[src/rtl/nand_mpc_pkg.sv]
package nand_mpc_pkg;
  typedef enum logic [1:0] {K_CMD, K_ADR, K_WR, K_RD} cyc_kind_e;

  localparam logic [7:0] OP_LOAD1 = 8'h80;
  localparam logic [7:0] OP_DUMMY = 8'h11;
  localparam logic [7:0] OP_LOAD2 = 8'h81;
  localparam logic [7:0] OP_CACHE = 8'h15;
  localparam logic [7:0] OP_FINAL = 8'h10;
  localparam logic [7:0] OP_STAT  = 8'h70;

  typedef enum logic [3:0] {
    S_IDLE, S_C80, S_AD1, S_DT1, S_C11, S_WT1, S_C81,
    S_AD2, S_DT2, S_CFN, S_WT2, S_C70, S_STA, S_FIN
  } seq_st_e;
endpackage

[src/rtl/nand_bus_cycle.sv]
module nand_bus_cycle
  import nand_mpc_pkg::*;
#(
  parameter int LO_CYC = 2,
  parameter int HI_CYC = 2
) (
  input  logic      clk_i,
  input  logic      rst_ni,
  input  logic      go_i,
  input  cyc_kind_e kind_i,
  input  logic [7:0] byte_i,
  input  logic [7:0] dq_i,
  output logic      idle_o,
  output logic      done_o,
  output logic [7:0] rd_byte_o,
  output logic      cle_o,
  output logic      ale_o,
  output logic      we_no,
  output logic      re_no,
  output logic [7:0] dq_o,
  output logic      dq_oe_o
);
  localparam int MAXC = (LO_CYC > HI_CYC) ? LO_CYC : HI_CYC;
  localparam int CW   = $clog2(MAXC + 1);

  typedef enum logic [1:0] {P_IDLE, P_LO, P_HI} ph_e;
  ph_e         ph_q;
  logic [CW-1:0] cnt_q;
  cyc_kind_e   kind_q;
  logic [7:0]  byte_q, rd_q;

  always_ff @(posedge clk_i or negedge rst_ni) begin
    if (!rst_ni) begin
      ph_q   <= P_IDLE;
      cnt_q  <= '0;
      kind_q <= K_CMD;
      byte_q <= '0;
      rd_q   <= '0;
    end else begin
      unique case (ph_q)
        P_IDLE: if (go_i) begin
          ph_q   <= P_LO;
          cnt_q  <= CW'(LO_CYC - 1);
          kind_q <= kind_i;
          byte_q <= byte_i;
        end
        P_LO: if (cnt_q == '0) begin
          ph_q  <= P_HI;
          cnt_q <= CW'(HI_CYC - 1);
          if (kind_q == K_RD) rd_q <= dq_i;  // sample before strobe rises
        end else cnt_q <= cnt_q - 1'b1;
        P_HI: if (cnt_q == '0) ph_q <= P_IDLE;
              else cnt_q <= cnt_q - 1'b1;
        default: ph_q <= P_IDLE;
      endcase
    end
  end

  assign idle_o    = (ph_q == P_IDLE);
  assign done_o    = (ph_q == P_HI) && (cnt_q == '0);
  assign rd_byte_o = rd_q;
  assign cle_o     = (ph_q != P_IDLE) && (kind_q == K_CMD);
  assign ale_o     = (ph_q != P_IDLE) && (kind_q == K_ADR);
  assign we_no     = !((ph_q == P_LO) && (kind_q != K_RD));
  assign re_no     = !((ph_q == P_LO) && (kind_q == K_RD));
  assign dq_oe_o   = (ph_q != P_IDLE) && (kind_q != K_RD);
  assign dq_o      = byte_q;


  cle_ale_excl_chk: assert property (@(posedge clk_i) disable iff (!rst_ni)
    !(cle_o && ale_o));

  we_drive_chk: assert property (@(posedge clk_i) disable iff (!rst_ni)
    !we_no |-> dq_oe_o && re_no);

  rd_release_chk: assert property (@(posedge clk_i) disable iff (!rst_ni)
    !re_no |-> !dq_oe_o && !cle_o && !ale_o);
endmodule

[src/rtl/nand_addr_fmt.sv]
module nand_addr_fmt #(
  parameter int COL_W = 12,
  parameter int PG_W  = 6,
  parameter int BLK_W = 10
) (
  input  logic [COL_W-1:0] col_i,
  input  logic [PG_W-1:0]  page_i,
  input  logic [BLK_W-1:0] block_i,
  input  logic             plane_i,
  input  logic [2:0]       idx_i,
  output logic [7:0]       byte_o
);
  localparam int ROW_W = BLK_W + 1 + PG_W;

  logic [15:0] col_x;
  logic [23:0] row_x;

  assign col_x = 16'(col_i);
  assign row_x = 24'({block_i, plane_i, page_i});

  always_comb begin
    unique case (idx_i)
      3'd0:    byte_o = col_x[7:0];
      3'd1:    byte_o = col_x[15:8];
      3'd2:    byte_o = row_x[7:0];
      3'd3:    byte_o = row_x[15:8];
      default: byte_o = row_x[23:16];
    endcase
  end

  initial begin
    fmt_fit_chk: assert (COL_W <= 16 && ROW_W <= 24);
  end
endmodule

[src/rtl/nand_wait_timer.sv]
module nand_wait_timer #(
  parameter int TMO_CYC   = 200,
  parameter int GUARD_CYC = 2
) (
  input  logic clk_i,
  input  logic rst_ni,
  input  logic run_i,
  input  logic rb_i,
  output logic ok_o,
  output logic tmo_o
);
  localparam int TW = $clog2(TMO_CYC + 1);
  logic [TW-1:0] cnt_q;

  always_ff @(posedge clk_i or negedge rst_ni) begin
    if (!rst_ni)                    cnt_q <= '0;
    else if (!run_i)                cnt_q <= '0;
    else if (cnt_q != TW'(TMO_CYC)) cnt_q <= cnt_q + 1'b1;
  end

  assign ok_o  = run_i && rb_i && (cnt_q >= TW'(GUARD_CYC));
  assign tmo_o = run_i && (cnt_q == TW'(TMO_CYC));


  tmo_hold_chk: assert property (@(posedge clk_i) disable iff (!rst_ni)
    (tmo_o && run_i) |=> (tmo_o || !run_i));
endmodule

[src/rtl/nand_mpc_seq.sv]
module nand_mpc_seq
  import nand_mpc_pkg::*;
#(
  parameter int COL_W     = 12,
  parameter int PG_W      = 6,
  parameter int BLK_W     = 10,
  parameter int NBYTES    = 4,
  parameter int WE_LO     = 2,
  parameter int WE_HI     = 2,
  parameter int GUARD_CYC = 2,
  parameter int TMO_CYC   = 200
) (
  input  logic                clk_i,
  input  logic                rst_ni,
  input  logic                start_i,
  input  logic                last_i,
  input  logic [BLK_W-1:0]    block_i,
  input  logic [PG_W-1:0]     page_i,
  input  logic [COL_W-1:0]    col_i,
  input  logic [8*NBYTES-1:0] data0_i,
  input  logic [8*NBYTES-1:0] data1_i,
  input  logic                rb_i,
  input  logic [7:0]          dq_i,
  output logic                ce_no,
  output logic                cle_o,
  output logic                ale_o,
  output logic                we_no,
  output logic                re_no,
  output logic [7:0]          dq_o,
  output logic                dq_oe_o,
  output logic                busy_o,
  output logic                done_o,
  output logic                err_o
);
  localparam int IMAX = (NBYTES > 5) ? NBYTES : 5;
  localparam int IW   = $clog2(IMAX);
  localparam int DW   = 8 * NBYTES;

  seq_st_e           st_q;
  logic [IW-1:0]     idx_q;
  logic              err_q, last_q;
  logic [BLK_W-1:0]  blk_q;
  logic [PG_W-1:0]   pg_q;
  logic [COL_W-1:0]  col_q;
  logic [DW-1:0]     d0_q, d1_q;

  logic       go, eng_idle, eng_done, tm_run, tm_ok, tm_tmo;
  cyc_kind_e  kind;
  logic [7:0] out_byte, adr_byte, rd_byte;
  logic       need_bit, fail_bit;

  nand_addr_fmt #(.COL_W(COL_W), .PG_W(PG_W), .BLK_W(BLK_W)) u_fmt (
    .col_i(col_q), .page_i(pg_q), .block_i(blk_q),
    .plane_i(st_q == S_AD2), .idx_i(3'(idx_q)), .byte_o(adr_byte)
  );

  nand_wait_timer #(.TMO_CYC(TMO_CYC), .GUARD_CYC(GUARD_CYC)) u_tmr (
    .clk_i, .rst_ni, .run_i(tm_run), .rb_i, .ok_o(tm_ok), .tmo_o(tm_tmo)
  );

  nand_bus_cycle #(.LO_CYC(WE_LO), .HI_CYC(WE_HI)) u_cyc (
    .clk_i, .rst_ni, .go_i(go), .kind_i(kind), .byte_i(out_byte), .dq_i,
    .idle_o(eng_idle), .done_o(eng_done), .rd_byte_o(rd_byte),
    .cle_o, .ale_o, .we_no, .re_no, .dq_o, .dq_oe_o
  );

  always_comb begin
    go = 1'b1;
    kind = K_CMD;
    out_byte = 8'h00;
    unique case (st_q)
      S_C80: out_byte = OP_LOAD1;
      S_C11: out_byte = OP_DUMMY;
      S_C81: out_byte = OP_LOAD2;
      S_CFN: out_byte = last_q ? OP_FINAL : OP_CACHE;
      S_C70: out_byte = OP_STAT;
      S_AD1, S_AD2: begin kind = K_ADR; out_byte = adr_byte; end
      S_DT1: begin kind = K_WR; out_byte = d0_q[idx_q*8 +: 8]; end
      S_DT2: begin kind = K_WR; out_byte = d1_q[idx_q*8 +: 8]; end
      S_STA: kind = K_RD;
      default: go = 1'b0;
    endcase
  end

  assign tm_run   = (st_q == S_WT1) || (st_q == S_WT2) || (st_q == S_STA);
  assign need_bit = last_q ? rd_byte[5] : rd_byte[6];
  assign fail_bit = last_q ? rd_byte[0] : rd_byte[1];

  always_ff @(posedge clk_i or negedge rst_ni) begin
    if (!rst_ni) begin
      st_q <= S_IDLE; idx_q <= '0; err_q <= 1'b0; last_q <= 1'b0;
      blk_q <= '0; pg_q <= '0; col_q <= '0; d0_q <= '0; d1_q <= '0;
    end else begin
      unique case (st_q)
        S_IDLE: if (start_i) begin
          st_q <= S_C80; idx_q <= '0; err_q <= 1'b0; last_q <= last_i;
          blk_q <= block_i; pg_q <= page_i; col_q <= col_i;
          d0_q <= data0_i; d1_q <= data1_i;
        end
        S_C80: if (eng_done) st_q <= S_AD1;
        S_AD1, S_AD2: if (eng_done) begin
          if (idx_q == IW'(4)) begin
            idx_q <= '0;
            st_q  <= (st_q == S_AD1) ? S_DT1 : S_DT2;
          end else idx_q <= idx_q + 1'b1;
        end
        S_DT1, S_DT2: if (eng_done) begin
          if (idx_q == IW'(NBYTES - 1)) begin
            idx_q <= '0;
            st_q  <= (st_q == S_DT1) ? S_C11 : S_CFN;
          end else idx_q <= idx_q + 1'b1;
        end
        S_C11: if (eng_done) st_q <= S_WT1;
        S_WT1: if (tm_ok) st_q <= S_C81;
               else if (tm_tmo) begin err_q <= 1'b1; st_q <= S_FIN; end
        S_C81: if (eng_done) st_q <= S_AD2;
        S_CFN: if (eng_done) st_q <= S_WT2;
        S_WT2: if (tm_ok) st_q <= S_C70;
               else if (tm_tmo) begin err_q <= 1'b1; st_q <= S_FIN; end
        S_C70: if (eng_done) st_q <= S_STA;
        S_STA: if (eng_done) begin
          if (need_bit)    begin err_q <= fail_bit; st_q <= S_FIN; end
          else if (tm_tmo) begin err_q <= 1'b1;     st_q <= S_FIN; end
        end
        S_FIN:   st_q <= S_IDLE;
        default: st_q <= S_IDLE;
      endcase
    end
  end

  assign ce_no  = (st_q == S_IDLE) || (st_q == S_FIN);
  assign busy_o = (st_q != S_IDLE);
  assign done_o = (st_q == S_FIN);
  assign err_o  = err_q;


  done_pulse_chk: assert property (@(posedge clk_i) disable iff (!rst_ni)
    done_o |=> !done_o && !busy_o);

  busy_from_start_chk: assert property (@(posedge clk_i) disable iff (!rst_ni)
    $rose(busy_o) |-> $past(start_i));

  load2_ready_chk: assert property (@(posedge clk_i) disable iff (!rst_ni)
    (cle_o && !we_no && dq_o == OP_LOAD2) |-> rb_i);

  strobe_ce_chk: assert property (@(posedge clk_i) disable iff (!rst_ni)
    (!we_no || !re_no) |-> !ce_no);

  payload_hold_chk: assert property (@(posedge clk_i) disable iff (!rst_ni)
    (busy_o && $past(busy_o)) |-> $stable(d0_q) && $stable(blk_q));
endmodule

[config.mk]
export PLATFORM = sky130hd
export DESIGN_NAME = nand_mpc_seq
export DESIGN_NICKNAME = d
export VERILOG_FILES = /design/src/rtl/nand_mpc_pkg.sv /design/src/rtl/nand_bus_cycle.sv /design/src/rtl/nand_addr_fmt.sv /design/src/rtl/nand_wait_timer.sv /design/src/rtl/nand_mpc_seq.sv
export SDC_FILE = /design/constraint.sdc
export NUM_CORES = 1
export LEC_CHECK = 0
export BUFFER_PORTS_ARGS = -buffer_cell sky130_fd_sc_hd__buf_2
export CORE_UTILIZATION = 55
export CTS_CLUSTER_DIAMETER = 40
export CTS_CLUSTER_SIZE = 28
export DETAILED_ROUTE_END_ITERATION = 10
export PLACE_DENSITY_LB_ADDON = 0.12
export SLEW_MARGIN = 20
export SYNTH_ARGS = -nofsm -noshare
export SYNTH_HDL_FRONTEND = slang
export SYNTH_HIERARCHICAL = 1
export SYNTH_SLANG_ARGS = --single-unit
[constraint.sdc]
create_clock -name clk_i -period 2.9 [get_ports clk_i]
set_input_delay 0.58 -clock clk_i [delete_from_list [all_inputs] [get_ports clk_i]]
set_output_delay 0.58 -clock clk_i [all_outputs]
set_load 0.05 [all_outputs]
==> reports/qor.csv <==
metric,value,unit
status,"finished, final reports clean",
max-cap violations,0,
Hold Path Class,in -> async,
Power Density,1176,mW/mm2
Max Fclk,377.4,MHz
arrival time of the worst setup path,2070,ps
Post-Syn Area,0.006939,mm2
drt drc,0,
Worst Setup Slack post-DPL,577.1,ps
fin crit period,2650,ps
sequential share of power,33.0,%
setup TNS,0,ps
cells on worst reg2reg path,6,
CTS Hold Buffers Added,0,
htree depth,4,
syn_nets,648,
TritonCTS clock tree,yes,
Non-Filler Instances,831,
Initial Utilization,57.06,%
logic gate share of total power,42.4,%
Post-Syn Instances,528,
clock-pin slew on the worst setup and hold paths,60,ps
Switching Share,34.48,%
die height,114.3,um
Tcrit/Tclk final,91.36,%
FF-to-FF End,u_cyc/dq_o[7]$_DFFE_PN0P_,
CP endpoint,ce_no,
drt wl/cell,18.64,um
total inserted antenna cells,0,
post-CTS sizing,0,
initial antenna violation count,0,
CTS root buf,clkbuf_16,
R2R Path Start,st_q[0]$_DFFE_PN0P_,
vias in the first global route,5033,
Final Max Tran Viols,0,
Worst Path Required,2320,ps
post-route cell area,0.008353,mm2
placed cells,799,
drt first pass iters,4,
layout cell share with drive strength beyond 1,46.15,%
Total Routing Usage GR,26.08,%
Pwr Total,0.009826,W
Fin. Hold Viols,0,
clock skew,7.195,ps
cts bufs inserted,17,
NumNets Final,770,
Leak,3.998,nW
sequential cell area,0.003179,mm2
Clock Sinks,127,
peak supply drop,0.0006917,V
initial detailed-routing violation count,218,
syn_area_per_cell,13.14,um2
first-pass GRT wire length,25610,um
final worst setup slack,250.4,ps
Area after DPL,0.007687,mm2
RD Place Congestion,0.8455,
filler cell count,893,
largest net degree at the start of global routing,54,
r2r setup slk,520,ps
Crit Path Max Fanout,15,
Worst setup EP type,output pin,
Crit Path Class,reg -> out,
Pint,0.006438,W
final WL,15490,um
relative slew slack,37.75,%
PortBufs,117,
clk buf depth,2,
# Post-CTS Setup Buffers,0,
CP startpoint,st_q[0]$_DFFE_PN0P_,
num rows,40,
Worst-Margin Slew,926.0,ps
RSZ-0062 raised after global routing,no,
final setup violation count,0,
switching power total,0.003388,W
boundary pin count,122,
DIE AREA,0.01307,mm2
clock network power share,24.6,%
area growth from synthesis to layout,20.38,%
multi-input logic area,0.003487,mm2
total grt overflow,0,
number of vias per cell,5.688,
Startpoint Class,flop,
DPL Wire Length,10690,um
via count,4727,
die width,114.3,um
Yosys Warn Count,6,
"Clk Latency, worst-skew pair",420,ps
core footprint,0.01216,mm2
final antenna-violating net count,0,
area by class of cell:
class	count	share of cell area [%]
clock buffers	17	5.093
clock inverters	15	2.876
inverters	20	0.8987
multi-input cells	354	41.75
flip-flops and latches	127	38.06
well taps	168	2.516
repair buffers	130	8.808
metal layers:
| layer | GRT usage, % | up-vias | wire length [um] |
|---|---|---|---|
| met5 | 0 | - | 0 |
| met4 | 11.69 | 0 | 378 |
| met3 | 7.094 | 33 | 878 |
| met2 | 43.72 | 147 | 7806 |
| met1 | 31.55 | 2351 | 6427 |
| li1 | - | 2196 | - |
cells in the final DEF, fill, tap and decap left out, types with 7 or more instances in the layout:
cell / instances
a21oi_1: 18
a22oi_1: 13
and2_1: 7
buf_2: 116
buf_4: 10
clkbuf_16: 17
dfrtp_1: 126
ha_1: 15
inv_1: 19
mux2_2: 43
mux2_4: 70
mux2i_1: 8
mux4_2: 14
nand2_1: 27
nand2b_1: 7
nor2_1: 22
nor3_1: 8
o21ai_0: 23
state kept, by name, summed over array words and instances, names as in the netlist:
signal / cells
d0_q: 32
d1_q: 32
col_q: 12
blk_q: 10
u_cyc/dq_o: 8
u_tmr/cnt_q: 8
pg_q: 6
st_q: 4
u_cyc/rd_byte_o: 4
idx_q: 3
u_cyc/cnt_q: 2
u_cyc/kind_q: 2
u_cyc/ph_q: 2
err_o: 1
last_q: 1
power by group through the flow:
stage / combinational, W / sequential [W] / clock, W
2_1_floorplan: 0.00336 / 0.00309 / 0
3_3_place_gp: 0.00401 / 0.00317 / 0
3_5_place_dp: 0.00414 / 0.00323 / 0
4_1_cts: 0.00419 / 0.00325 / 0.00245
5_1_grt: 0.00449 / 0.00336 / 0.00254
6_report: 0.00416 / 0.00324 / 0.00242
worst max-delay path: stages (launching register included):
cell and delay, ps:
dfrtp_1 580, buf_4 280, nor3_2 320, inv_1 90
o21ai_0 80, buf_2 280
worst min-delay path by stage:
| stage | end | slack [ps] | depth (start not counted) | start |
|---|---|---|---|---|
| detailed placement | col_q[0]$_DFFE_PN0P_ | 490 | 1 | col_q[0]$_DFFE_PN0P_ |
| finish | blk_q[8]$_DFFE_PN0P_ | 160 | 1 | rst_ni |
| floorplan | blk_q[0]$_DFFE_PN0P_ | 280 | 0 | rst_ni |
| CTS | blk_q[8]$_DFFE_PN0P_ | 180 | 1 | rst_ni |
| global route | blk_q[8]$_DFFE_PN0P_ | 200 | 1 | rst_ni |
| global placement | d1_q[12]$_DFFE_PN0P_ | 480 | 1 | d1_q[12]$_DFFE_PN0P_ |
metrics by stage:
stage	util, %	hold WS [ps]
after floorplan	-	284.4
after global placement	63.21	480.9
after detailed placement	63.21	489.8
after CTS	68.68	182.0
after global routing	68.68	197.4
final	68.68	161.4
Note: power is estimated with default switching activity, not from simulation.
